===== config.mk =====
export PLATFORM = sky130hd
export DESIGN_NAME = opx_exec_unit
export DESIGN_NICKNAME = d
export VERILOG_FILES = /design/src/rtl/opx_pkg.sv /design/src/rtl/opx_decode.sv /design/src/rtl/opx_regfile.sv /design/src/rtl/opx_alu.sv /design/src/rtl/opx_exec_unit.sv
export SDC_FILE = /design/constraint.sdc
export NUM_CORES = 1
export LEC_CHECK = 0
export BUFFER_PORTS_ARGS = -buffer_cell sky130_fd_sc_hd__buf_4
export CAP_MARGIN = 10
export CORE_MARGIN = 10
export CORE_UTILIZATION = 40
export CTS_CLUSTER_DIAMETER = 100
export CTS_CLUSTER_SIZE = 40
export DETAILED_ROUTE_END_ITERATION = 10
export SLEW_MARGIN = 20
export SYNTH_ARGS = -nofsm -noshare
export SYNTH_HDL_FRONTEND = slang
export SYNTH_SLANG_ARGS = --single-unit

===== constraint.sdc =====
create_clock -name clk -period 10 [get_ports clk]
set_clock_uncertainty 0.1 [all_clocks]
set_input_delay 2 -clock clk [delete_from_list [all_inputs] [get_ports clk]]
set_output_delay 2 -clock clk [all_outputs]
set_load 0.01 [all_outputs]

===== src/rtl/opx_pkg.sv =====
package opx_pkg;

  // Operate opcodes in instr[15:12]
  typedef enum logic [3:0] {
    OPC_ADD = 4'b0001,
    OPC_AND = 4'b0101,
    OPC_NOT = 4'b1001
  } opc_e;

  typedef enum logic [1:0] {
    ALU_ADD = 2'd0,
    ALU_AND = 2'd1,
    ALU_NOT = 2'd2
  } alu_op_e;

  // Condition flags, N in bit 2, Z in bit 1, P in bit 0
  typedef struct packed {
    logic n;
    logic z;
    logic p;
  } cc_t;

  localparam cc_t CC_ZERO = '{n: 1'b0, z: 1'b1, p: 1'b0};

endpackage


===== src/rtl/opx_decode.sv =====
module opx_decode
  import opx_pkg::*;
#(
  parameter int DATA_W  = 16,
  parameter int INSTR_W = 16,
  parameter int IMM_W   = 5,
  parameter int SEL_W   = 3
) (
  input  logic [INSTR_W-1:0] instr,
  input  logic               instr_valid,
  output logic               wr_en,
  output logic [SEL_W-1:0]   dst,
  output logic [SEL_W-1:0]   src_a,
  output logic [SEL_W-1:0]   src_b,
  output logic               use_imm,
  output logic [DATA_W-1:0]  imm_ext,
  output alu_op_e            alu_op
);

  localparam int OPC_LSB = INSTR_W - 4;
  localparam int DST_LSB = OPC_LSB - SEL_W;
  localparam int SRA_LSB = DST_LSB - SEL_W;
  localparam int MODE_BIT = IMM_W;

  logic [3:0]       opc;
  logic [IMM_W-1:0] imm_raw;

  assign opc     = instr[INSTR_W-1:OPC_LSB];
  assign dst     = instr[DST_LSB +: SEL_W];
  assign src_a   = instr[SRA_LSB +: SEL_W];
  assign src_b   = instr[SEL_W-1:0];
  assign use_imm = instr[MODE_BIT];
  assign imm_raw = instr[IMM_W-1:0];
  assign imm_ext = {{(DATA_W-IMM_W){imm_raw[IMM_W-1]}}, imm_raw};

  always_comb begin
    wr_en  = 1'b0;
    alu_op = ALU_ADD;
    unique case (opc)
      OPC_ADD: begin wr_en = instr_valid; alu_op = ALU_ADD; end
      OPC_AND: begin wr_en = instr_valid; alu_op = ALU_AND; end
      OPC_NOT: begin wr_en = instr_valid; alu_op = ALU_NOT; end
      default: begin wr_en = 1'b0;        alu_op = ALU_ADD; end
    endcase
  end

endmodule


===== src/rtl/opx_regfile.sv =====
module opx_regfile #(
  parameter int DATA_W = 16,
  parameter int DEPTH  = 8,
  parameter int AW     = $clog2(DEPTH)
) (
  input  logic              clk,
  input  logic              rst,
  input  logic              we,
  input  logic [AW-1:0]     waddr,
  input  logic [DATA_W-1:0] wdata,
  input  logic [AW-1:0]     raddr_a,
  input  logic [AW-1:0]     raddr_b,
  output logic [DATA_W-1:0] rdata_a,
  output logic [DATA_W-1:0] rdata_b,
  input  logic [AW-1:0]     dbg_addr,
  output logic [DATA_W-1:0] dbg_rdata
);

  logic [DATA_W-1:0] mem [DEPTH];

  // Reads see the contents from before this edge's write
  assign rdata_a = mem[raddr_a];
  assign rdata_b = mem[raddr_b];

  always_ff @(posedge clk) begin
    if (rst) begin
      for (int i = 0; i < DEPTH; i++) mem[i] <= '0;
    end else if (we) begin
      mem[waddr] <= wdata;
    end
  end

  always_ff @(posedge clk) begin
    if (rst) dbg_rdata <= '0;
    else     dbg_rdata <= mem[dbg_addr];
  end

endmodule


===== src/rtl/opx_alu.sv =====
module opx_alu
  import opx_pkg::*;
#(
  parameter int DATA_W = 16
) (
  input  alu_op_e           op,
  input  logic [DATA_W-1:0] opnd_a,
  input  logic [DATA_W-1:0] opnd_b,
  output logic [DATA_W-1:0] result,
  output cc_t               cc
);

  always_comb begin
    unique case (op)
      ALU_ADD: result = opnd_a + opnd_b;
      ALU_AND: result = opnd_a & opnd_b;
      ALU_NOT: result = ~opnd_a;
      default: result = opnd_a + opnd_b;
    endcase
  end

  always_comb begin
    cc.n = result[DATA_W-1];
    cc.z = (result == '0);
    cc.p = !result[DATA_W-1] && (result != '0);
  end

endmodule


===== src/rtl/opx_exec_unit.sv =====
module opx_exec_unit
  import opx_pkg::*;
#(
  parameter int DATA_W = 16,
  parameter int IMM_W  = 5
) (
  input  logic              clk,
  input  logic              rst,
  input  logic              instr_valid,
  input  logic [15:0]       instr,
  input  logic [2:0]        dbg_sel,
  output logic [DATA_W-1:0] dbg_data,
  output logic [2:0]        flags
);

  localparam int INSTR_W = 16;
  localparam int SEL_W   = 3;
  localparam int REG_N   = 1 << SEL_W;

  logic              wr_en;
  logic [SEL_W-1:0]  dst, src_a, src_b;
  logic              use_imm;
  logic [DATA_W-1:0] imm_ext;
  alu_op_e           alu_op;
  logic [DATA_W-1:0] rd_a, rd_b, opnd_b, wr_data;
  cc_t               alu_cc, cc_q;

  opx_decode #(
    .DATA_W(DATA_W), .INSTR_W(INSTR_W), .IMM_W(IMM_W), .SEL_W(SEL_W)
  ) u_dec (
    .instr(instr), .instr_valid(instr_valid), .wr_en(wr_en),
    .dst(dst), .src_a(src_a), .src_b(src_b), .use_imm(use_imm),
    .imm_ext(imm_ext), .alu_op(alu_op)
  );

  opx_regfile #(
    .DATA_W(DATA_W), .DEPTH(REG_N), .AW(SEL_W)
  ) u_rf (
    .clk(clk), .rst(rst), .we(wr_en), .waddr(dst), .wdata(wr_data),
    .raddr_a(src_a), .raddr_b(src_b), .rdata_a(rd_a), .rdata_b(rd_b),
    .dbg_addr(dbg_sel), .dbg_rdata(dbg_data)
  );

  assign opnd_b = use_imm ? imm_ext : rd_b;

  opx_alu #(.DATA_W(DATA_W)) u_alu (
    .op(alu_op), .opnd_a(rd_a), .opnd_b(opnd_b), .result(wr_data), .cc(alu_cc)
  );

  always_ff @(posedge clk) begin
    if (rst)        cc_q <= CC_ZERO;
    else if (wr_en) cc_q <= alu_cc;
  end

  assign flags = cc_q;

endmodule


* Word-level counts from Yosys, hierarchy flattened
Memory sizes are Yosys's and may differ from the RTL's. A register that Yosys moved wholly into a read port is not among the register bits. Cells that the tools add are included.
Storage, ports and cells: register bits after elaboration 3, bits in writable memories 128, input bits 22, logic and storage cells 30, memories 1
Operators by class: $add $sub $neg 1, eq/ne operators 5, mux-type cells 12, bitwise operators 2, reductions and logical operators 6
Memory list:
- u_rf.mem | words 8, bits a word 16, rd ports 3, clocked after Yosys merged registers in 1, wr ports 8, line opx_regfile.sv:19 | logic [DATA_W-1:0] mem [DEPTH];
Operators by type and width (number):
- $mux W16 | 2
- $pmux W16 S2 | 1
- $add A16 B16 Y16 | 1
- $and A16 B16 Y16 | 1
- $logic_not A16 Y1 | 1
- $not A16 Y16 | 1
- $reduce_bool A16 Y1 | 1
- $reduce_or A16 Y1 | 1
- $mux W1 | 7
- $eq A4 B1 Y1 const B | 1
- $eq A4 B3 Y1 const B | 1
- $eq A4 B4 Y1 const B | 1
- $pmux W2 S2 | 1
- $mux W3 | 1
- $reduce_or A3 Y1 | 1
- $eq A2 B1 Y1 const B | 1
- $eq A2 B2 Y1 const B | 1
- $logic_and A1 B1 Y1 | 1
- $logic_not A1 Y1 | 1

* Depth between registers and ports, before layout
Gate-level depths: netlist (run 1).
depth in word-level cells 8, depth in mapped cells 16, gate-level depth less buffers 14

* Hierarchy
A second synthesis (run 1) with hierarchy kept.
Second synthesis, totals: cells, all modules 745, area, all modules 10201.0 µm²
By module, submodules not included:
- opx_regfile | times used 1, cells an instance 491, area each 8318.0 µm², seq. area each 4164.0 µm²
- opx_alu | times used 1, cells an instance 197, area each 1297.5 µm², seq. area each 0.0 µm²
- opx_exec_unit | times used 1, cells an instance 27, area each 351.6 µm², seq. area each 60.1 µm²
- opx_decode | times used 1, cells an instance 30, area each 234.0 µm², seq. area each 0.0 µm²

* Least setup slack after synthesis (run 1)
Ideal clock, no wire load.
kind input to register, from input port instr[0], to memory u_rf.mem[2][15], data pin, setup time 266 ps, arrival 5632 ps, path slack 4002 ps, stages on the path 14, buffers on the path 3, cells stage by stage clkbuf_1 -> buf_1 -> mux4_2 -> mux2i_1 -> a21oi_1 -> ha_1 -> a21o_1 -> a31oi_1 -> a21oi_1 -> o311a_1 -> or3_1 -> a31oi_1 -> buf_2 -> nor2_1
RTL lines:
- start, declared | line opx_exec_unit.sv:10 | input logic [15:0] instr,
- end, declared | line opx_regfile.sv:19

* Worst setup path in the final report (run 1)
from input port instr[0], to register cc_q, in the netlist flags[2]
Between the ends: word-level cells in the longest chain between the ends 4
RTL lines:
- $mem_v2 Z8 W16
- $mux W16 * | line opx_exec_unit.sv:44 | assign opnd_b = use_imm ? imm_ext : rd_b;
- $add A16 B16 Y16 or $and A16 B16 Y16 (tied branches) | line opx_alu.sv:15, opx_alu.sv:18, opx_alu.sv:16
- $pmux W16 S2 * | line opx_alu.sv:14 | unique case (op)
- end signal, assigned | line opx_exec_unit.sv:52 | else if (wr_en) cc_q <= alu_cc;
- end, declared | line opx_exec_unit.sv:26 | cc_t alu_cc, cc_q;
Mark *: on every way between the ends. The rest lies on a longest branch, timed or not. A chain may end at the register's enable or synchronous reset.

==> results of run 1 <==
## worst max path at each step
stage	to	slack, ps	depth (start not counted)
after floorplan	u_rf.mem[2][15]$_SDFFCE_PN0P_	4000	14
after global placement	flags[2]$_SDFFE_PP0P_	3400	13
after detailed placement	flags[2]$_SDFFE_PP0P_	3450	13
after CTS	flags[2]$_SDFFE_PP0P_	3910	13
after global routing	flags[2]$_SDFFE_PP0P_	3490	13
final	flags[2]$_SDFFE_PP0P_	3870	13
## Yosys cell counts, drive strengths merged (4+ instances only)
cell type and n:
nor2 156, edfxtp 128, mux4 88, nand2 52
mux2i 50, a21oi 37, clkbuf 32, buf 21
dfxtp 19, ha 19, o21ai 18, inv 16
nand2b 12, nand3 11, nor2b 9, a21o 7
a22oi 7, nand4 5, a31oi 4, and2 4
o211ai 4, or2 4, or4b 4
## flip-flops by register name, indices dropped and copies added (netlist names)
register,cells
flags,3
u_rf.dbg_rdata,16
u_rf.mem,128
## stage by stage
stage	total power [mW]	util, %	instance area (um^2)	setup slack (ps)
6_report	1.82	46.0	10500	3870
4_1_cts	1.83	46.0	10500	3910
3_3_place_gp	1.08	43.0	9770	3400
3_5_place_dp	1.09	43.0	9780	3450
5_1_grt	1.88	46.0	10500	3490
2_1_floorplan	0.980	-	9230	4000
## power by group
part	switching, mW	internal [mW]	leakage, nW
sequential	0.0169	0.691	1.48
combinational	0.228	0.143	2.14
clock	0.267	0.476	0.317
## metal layers
layer,up-vias,GRT usage [%],routed length (um)
met1,3505,24.5,11300
met4,0,7.46,731
li1,2948,-,-
met3,55,3.35,1930
met5,-,0,0
met2,313,33.1,14200
## layout make-up
class                   count  area, um^2
fillers                  2072       12300
multi-input cells         543        4710
flip-flops and latches    147        4220
clock buffers              20         447
repair buffers             56         420
well taps                 285         357
clock inverters            12         229
inverters                  16        60.1
## tightest hold or removal path: stages, from the launching register on
cell,delay [ps]
dfxtp_1,330
a21o_1,120
a31o_1,90
## cell families after synthesis
logic type	count (synthesis)	synth area share [%]
mux	140	27.1
flops	147	45.8
fa+ha+maj	20	2.79
compound gates	107	7.63
buf+inv	69	3.21
xor+xnor	6	0.569
simple gates	270	12.9
==> flow_summary.json, run 1 <==
{
  "first_iter_violations": 896,
  "crit_fanout": 32,
  "first_pass_iters": 5,
  "core_um2": 22700,
  "cts-resized-gates": 0,
  "start_kind": "primary input",
  "drv_slew": 0,
  "synth_area_leaders": "edfxtp_1 (42%), mux4_2 (21%), nor2_1 (6.3%), mux2i_1 (5.4%), dfxtp_1 (4.1%)",
  "final_common_cell": "nor2_1",
  "gp_congestion": 0.924,
  "final_cells": 1079,
  "drv_cap": 0,
  "tightest_slew_ps": 1020,
  "status": "finished, final reports clean",
  "clk_pin_slew_worst_paths_ps": 60,
  "power_density_nw_per_um2": 174,
  "cts_tree": "yes",
  "fin_tns_setup_ps": 0,
  "rsz0062_at_grt": "false",
  "worstSkewPairLatency_ps": 440,
  "netlist.area_leader.share_pct": 41.6,
  "die_w_um": 172,
  "min_from": "flags[1]$_SDFFE_PP1P_",
  "post_cts_buffers": 0,
  "drc": 0,
  "crit_required_ps": 10210,
  "crit_family": "compound AO/OA/AOI/OAI gates",
  "syn_area_per_cell_um2": 12.2,
  "grt_pass1_wl_mm": 42.6,
  "min_period_over_period_pct": 61.3,
  "synth_cell_types": 62,
  "dp_hpwl_mm": 18.1,
  "worstPathCellList": "buf_4 > mux4_2 > mux2i_1 > a21oi_1 > ha_1 > a21o_1 > a31oi_1 > a21oi_1 > o311a_1 > or3_1 > a31oi_1 > o21ai_0 > nor2b_1",
  "die_height_um": 172,
  "reg2reg_slack_ps": 5630,
  "worst_ep_arrival_time_ps": 6340,
  "clock-sinks": 147,
  "end_kind": "flop",
  "critPathMaxStageDelay_ps": 780,
  "wl_per_cell_um": 26.1,
  "grt_overflow": 0,
  "cp-startpoint": "instr[0]",
  "detail-route-antenna-nets": 0,
  "slew-limit-headroom_pct": 31.8,
  "syn_inst": 759,
  "path_class": "in2reg",
  "ios": 41,
  "peakVddDrop_mv": 0.0774,
  "hold_path_class": "reg2reg",
  "num_vias": 6821,
  "syn-cell-area_um2": 9230,
  "diodes": 0,
  "cts_root_buf": "clkbuf_16",
  "wirelength_mm": 28.2,
  "slowest_stage": "a31oi_1",
  "hold_buffers": 0,
  "cts_buffer_depth": 2,
  "antenna_found_initial": 0,
  "synth-seq-cells": 147,
  "synth_edf_count": 128,
  "hold_depth": 2,
  "final_cell_mix": "nor2_1 (156), edfxtp_1 (128), mux4_2 (88), buf_4 (56), nand2_1 (52)",
  "yosysTopAreaCell": "edfxtp_1",
  "vias_per_cell": 6.32,
  "hold-worst-slack_ps": 468,
  "synth_fp_nets": 801,
  "setup_viol": 0,
  "portBuffers": 40,
  "hold_violations": 0,
  "crit_buf_inv": 1,
  "rr_startpoint": "u_rf.mem[7][4]$_SDFFCE_PN0P_",
  "rows": 55,
  "worstHoldEndpoint": "flags[1]$_SDFFE_PP1P_",
  "synthFlopType": "edfxtp_1",
  "die_area_um2": 29600,
  "fmax_ghz": 0.163,
  "fin_nets": 823,
  "grtUsageTotal_pct": 19.6,
  "cts_buffers": 17,
  "async_flop_share_pct": 0,
  "period_minus_slack_ps": 6130,
  "start_util_pct": 40.7,
  "dp_cells": 1047,
  "area_growth_pct": 13.2,
  "leakagePower_nw": 3.93,
  "synth_warnings": 0,
  "final_layout_size_suffix_gt1_share_pct": 23.9,
  "synth-seq-area-share_pct": 45.8,
  "r2r_end": "flags[2]$_SDFFE_PP0P_",
  "ff2ff_path_depth": 12,
  "grt_max_degree": 41,
  "grt_pass1_vias": 6900,
  "htree_levels": 4
}
Note: power is estimated with default switching activity, not from simulation.
==> run 2: changes to the inputs <==
- clock period: 10 -> 6.3 ns (I/O delays scaled with it)
==> flow_summary.json, run 2 (synthesis gave the netlist of run 1 again) <==
{
  "drv_slew": 0,
  "cts_tree": "yes",
  "end_kind": "flop",
  "portBuffers": 40,
  "die_height_um": 172,
  "dp_hpwl_mm": 18.7,
  "num_vias": 6870,
  "crit_required_ps": 6470,
  "dp_cells": 1063,
  "drc": 0,
  "peakVddDrop_mv": 0.128,
  "fin_nets": 839,
  "vias_per_cell": 6.27,
  "drv_cap": 0,
  "comb_power_share_pct": 22.3,
  "clk_pin_slew_worst_paths_ps": 60,
  "start_kind": "primary input",
  "cts_buffers": 17,
  "leakagePower_nw": 3.98,
  "grt_pass1_vias": 6977,
  "critPathMaxStageDelay_ps": 610,
  "first_iter_violations": 796,
  "wl_per_cell_um": 26.5,
  "power_density_nw_per_um2": 265,
  "hold_path_class": "reg2reg",
  "clock-sinks": 147,
  "largest_reg_flops": 128,
  "ios": 41,
  "worstPathCellList": "buf_4 > buf_4 > mux4_2 > mux2i_1 > a21oi_1 > ha_1 > a21oi_1 > o21ai_0 > a21o_1 > or4b_2 > nand3_1 > nand4_1 > nor4b_2 > a31oi_1",
  "crit_buf_inv": 2,
  "start_util_pct": 40.7,
  "die_w_um": 172,
  "min_period_over_period_pct": 82.5,
  "seqPwrFrac_pct": 40.5,
  "final_cells": 1095,
  "cts_root_buf": "clkbuf_16",
  "largest-register": "u_rf.mem",
  "hold_buffers": 0,
  "antenna_found_initial": 0,
  "clkPwrFrac_pct": 37.2,
  "detail-route-antenna-nets": 0,
  "placed_area_um2": 9900,
  "fmax_ghz": 0.192,
  "grt_overflow": 0,
  "worstSkewPairLatency_ps": 430,
  "final_common_cell": "nor2_1",
  "stdcell_area_um2": 10500,
  "htree_levels": 4,
  "wirelength_mm": 29.1,
  "tightest_slew_ps": 951,
  "hold_violations": 0,
  "p_int_mw": 1.96,
  "slowest_stage": "or4b_2",
  "post_cts_buffers": 0,
  "fillerInstances": 2053,
  "setup_viol": 0,
  "crit_fanout": 23,
  "area_growth_pct": 13.6,
  "path_class": "in2reg",
  "final_layout_size_suffix_gt1_share_pct": 25.2,
  "status": "finished, final reports clean",
  "die_area_um2": 29600,
  "rsz0062_at_grt": "false",
  "period_minus_slack_ps": 5200,
  "fin_tns_setup_ps": 0,
  "cts-resized-gates": 0,
  "final_cell_mix": "nor2_1 (156), edfxtp_1 (128), mux4_2 (88), buf_4 (72), nand2_1 (52)",
  "cts_buffer_depth": 2,
  "finish.utilization_pct": 46.2,
  "grtUsageTotal_pct": 20.1,
  "swShare_pct": 29.2,
  "worst_ep_arrival_time_ps": 5360,
  "first_pass_iters": 5,
  "p_switching_mw": 0.810,
  "slew-limit-headroom_pct": 36.1,
  "p_total_mw": 2.77,
  "gp_congestion": 0.947,
  "grt_pass1_wl_mm": 43.4,
  "rows": 55,
  "core_um2": 22700,
  "diodes": 0,
  "grt_max_degree": 37,
  "crit_family": "simple AND/OR/NAND/NOR gates"
}
## run 2: changes by cell type in the layout (fill, tap and decap cells not counted), sizes merged
cell / change
clkinv: +5
bufinv: -3
buf: +16
clkinvlp: -1
inv: +1
clkbuf: -2
## run 2: cell type report
| cell class | instances | area, um^2 | share of cell area, % |
|---|---|---|---|
| inverter | 16 | 60.1 | 0.573 |
| sequential | 147 | 4220 | 40.3 |
| timing repair buffer | 72 | 541 | 5.15 |
| multi-input combinational | 543 | 4710 | 45.0 |
| tap | 285 | 357 | 3.40 |
| clock buffer | 18 | 429 | 4.09 |
| clock inverter | 14 | 161 | 1.54 |
## run 2: per-stage QoR
stage / setup WS, ps / hold slack (ps)
6_report: 1100 / 461
5_1_grt: 833 / 493
4_1_cts: 1150 / 470
3_5_place_dp: 717 / 455
3_3_place_gp: 793 / 448
2_1_floorplan: 1040 / 479
## run 2: power by group through the flow
| stage | Clock [mW] | Combinational (mW) | Sequential [mW] |
|---|---|---|---|
| 6_report | 1.03 | 0.619 | 1.12 |
| 5_1_grt | 1.08 | 0.666 | 1.13 |
| 4_1_cts | 1.04 | 0.613 | 1.12 |
| 3_5_place_dp | 0 | 0.608 | 1.14 |
| 3_3_place_gp | 0 | 0.607 | 1.14 |
| 2_1_floorplan | 0 | 0.419 | 1.14 |
## run 2: worst register-to-register path, cell delays in order, from the launching register on
cell      delay (ps)
edfxtp_1         410
mux4_2           470
o21ai_0          140
o21ai_0          110
ha_1             250
inv_1             90
fa_1             220
nor2b_1           80
o211ai_1         310
a21oi_1          180
or4b_2           660
nand3_1          320
nand4_1          160
nor4b_2          470
a31oi_1          130
## run 2: layer usage
layer | global-route usage (%) | wire length (um) | up-vias
met5 | 0 | 0 | -
met4 | 7.95 | 820 | 0
met3 | 4.81 | 3400 | 53
met2 | 32.7 | 14000 | 404
met1 | 25.2 | 10800 | 3434
li1 | - | - | 2979
## run 2: path summary, 6_finish.rpt
check | startpoint | end | slack, ps | cells after the start
hold reg to reg | flags[1]$_SDFFE_PP1P_ | flags[1]$_SDFFE_PP1P_ | 460 | 2
setup / recovery | instr[0] | flags[0]$_SDFFE_PP0P_ | 1100 | 14
hold / removal | flags[1]$_SDFFE_PP1P_ | flags[1]$_SDFFE_PP1P_ | 460 | 2
setup reg to reg | u_rf.mem[7][0]$_SDFFCE_PN0P_ | flags[0]$_SDFFE_PP0P_ | 2040 | 14
==> run 3: changes to the inputs <==
- ABC_AREA: not set -> 1
- clock period: 6.3 -> 5.4 ns (I/O delays scaled with it)
==> flow_summary.json, run 3 <==
{
  "status": "finished, final reports clean",
  "min_from": "flags[2]$_SDFFE_PP0P_",
  "wl_met1_mm": 15.8,
  "wl_per_cell_um": 20.2,
  "synthFlopType": "edfxtp_1",
  "path_class": "in2reg",
  "r2r_end": "flags[0]$_SDFFE_PP0P_",
  "largest-register": "u_rf.mem",
  "detail-route-antenna-nets": 0,
  "synth-seq-area-share_pct": 42.1,
  "final_layout_size_suffix_gt1_share_pct": 8.31,
  "synthTopCellsByCount": "nand2_1 (391), nor2_1 (231), o21ai_0 (172)",
  "first_iter_violations": 1369,
  "grtUsageTotal_pct": 22.6,
  "clk_pin_slew_worst_paths_ps": 70,
  "syn-cell-area_um2": 10000,
  "slew-limit-headroom_pct": 31.2,
  "crit_required_ps": 5650,
  "drv_slew": 0,
  "area_growth_pct": 11.2,
  "fmax_ghz": 0.235,
  "synth_cell_types": 37,
  "hold_violations": 0,
  "final_common_cell": "nand2_1",
  "rsz0062_at_grt": "false",
  "fin_tns_setup_ps": 0,
  "final_cell_mix": "nand2_1 (391), nor2_1 (231), o21ai_0 (172), inv_1 (130), edfxtp_1 (128)",
  "grt_overflow": 0,
  "post_cts_buffers": 0,
  "drc": 0,
  "finish.utilization_pct": 45.6,
  "worstHoldEndpoint": "flags[2]$_SDFFE_PP0P_",
  "hold_buffers": 0,
  "cts_tree": "yes",
  "ff2ff_path_depth": 20,
  "reg2reg_slack_ps": 2060,
  "die_area_um2": 31800,
  "cts_buffers": 17,
  "cts-resized-gates": 0,
  "hold_path_class": "reg2reg",
  "grt_pass1_vias": 9041,
  "worst_ep_arrival_time_ps": 4510,
  "synth_area_leaders": "edfxtp_1 (38%), nand2_1 (15%), nor2_1 (8.6%), o21ai_0 (8.6%), inv_1 (4.9%)",
  "vias_per_cell": 5.60,
  "yosysTopAreaCell": "edfxtp_1",
  "gp_congestion": 0.958,
  "fin_nets": 1473,
  "first_pass_iters": 6,
  "dp_hpwl_mm": 24.2,
  "die_height_um": 178,
  "syn_area_per_cell_um2": 7.03,
  "cts_buffer_depth": 2,
  "peakVddDrop_mv": 0.159,
  "antenna_found_initial": 0,
  "largest_reg_flops": 128,
  "syn_inst": 1426,
  "fin_ws_ps": 1140,
  "crit_fanout": 70,
  "async_flop_share_pct": 0,
  "tightest_slew_ps": 1030,
  "synth_most_common_cell": "nand2_1",
  "portBuffers": 40,
  "p_total_mw": 3.29,
  "rows": 57,
  "synth_edf_count": 128,
  "hold_depth": 2,
  "netlist.area_leader.share_pct": 38.3,
  "synth_warnings": 0,
  "ios": 41,
  "die_w_um": 178,
  "start_kind": "primary input",
  "num_vias": 9913,
  "post-place-ws_ps": 767,
  "routed-wl-met3_mm": 3.63,
  "clock-sinks": 147,
  "wirelength_mm": 35.7,
  "leakagePower_nw": 4.94,
  "start_util_pct": 41.0,
  "grt_max_degree": 80,
  "power_density_nw_per_um2": 295,
  "fillerInstances": 2511,
  "min_period_over_period_pct": 78.9,
  "worstSkewPairLatency_ps": 440,
  "top_layer_used": "met4",
  "synth-seq-cells": 147,
  "grt_pass1_wl_mm": 54.4,
  "period_minus_slack_ps": 4260,
  "met2_length_mm": 15.7,
  "drv_cap": 0,
  "synth_fp_nets": 1468,
  "setup_viol": 0,
  "cts_root_buf": "clkbuf_16",
  "rr_startpoint": "u_rf.mem[0][0]$_SDFFCE_PN0P_",
  "htree_levels": 4,
  "core_um2": 24500,
  "end_kind": "flop"
}
-- run 3: cell count changes after synthesis, sizes merged, moves of 9 or more --
cell | previous run | this run
nand2 | 52 | 400
inv | 16 | 134
mux4 | 88 | 0
nand2b | 12 | 0
nor2 | 156 | 231
o22ai | 3 | 13
clkbuf | 32 | 57
buf | 21 | 30
nand3 | 11 | 64
mux2i | 50 | 0
o211ai | 4 | 30
a21oi | 37 | 92
o21ai | 18 | 175
nor2b | 9 | 0
-- run 3: worst max-delay path, stage by stage --
cell	delay, ps
buf_4	530
buf_4	480
nand2_1	120
o211ai_1	100
nand2_1	80
nand2_1	80
nand2_1	60
ha_1	230
inv_1	100
fa_1	260
inv_1	110
nand3_1	100
nand3_1	130
nand2_1	80
nand3_1	80
nand2_2	250
nand4_1	130
nor2_1	220
nand3_1	140
nand2_1	80
inv_1	30
-- run 3: worst max-delay path by stage --
stage	end	slack [ps]	start	cells after the start
after detailed placement	flags[0]$_SDFFE_PP0P_	770	instr[1]	22
after CTS	flags[0]$_SDFFE_PP0P_	1190	instr[6]	25
after floorplan	flags[0]$_SDFFE_PP0P_	1510	instr[1]	23
final	flags[0]$_SDFFE_PP0P_	1140	instr[6]	21
after global routing	flags[0]$_SDFFE_PP0P_	770	instr[6]	25
after global placement	flags[0]$_SDFFE_PP0P_	800	instr[6]	25
-- run 3: layer usage --
metal | global-route usage (%) | up-vias
li1 | - | 4723
met2 | 34.1 | 479
met1 | 31.9 | 4671
met4 | 6.34 | 0
met5 | 0 | -
met3 | 4.76 | 40
-- run 3: cell type report --
cell class / instances / area (um^2) / share of cell area [%]
antenna: 1 / 2.50 / 0.0224
clock buffer: 18 / 429 / 3.85
clock inverter: 14 / 165 / 1.48
inverter: 136 / 510 / 4.58
multi-input combinational: 1056 / 4870 / 43.6
sequential: 147 / 4220 / 37.9
tap: 324 / 405 / 3.64
timing repair buffer: 73 / 548 / 4.91
-- run 3: cell families after synthesis --
group,count (synthesis),synth area share [%]
AO/OA/AOI/OAI,329,17.9
XOR/XNOR,2,0.175
adder cells (fa/ha/maj),20,2.57
buffers and inverters,223,9.31
flip-flops,147,42.1
AND/OR/NAND/NOR,705,27.9
-- run 3: metrics by stage --
stage                     hold WS [ps]  instances  cell area (um^2)
after floorplan                    413       1426             10000
after global placement             379       1736             10600
after detailed placement           393       1736             10600
after CTS                          415       1768             11100
after global routing               443       1768             11100
final                              403       1769             11200
-- run 3: where the power goes --
| part | switching [mW] | internal, mW |
|---|---|---|
| clock | 0.565 | 0.660 |
| sequential | 0.0280 | 1.28 |
| combinational | 0.548 | 0.213 |
| total | 1.14 | 2.15 |
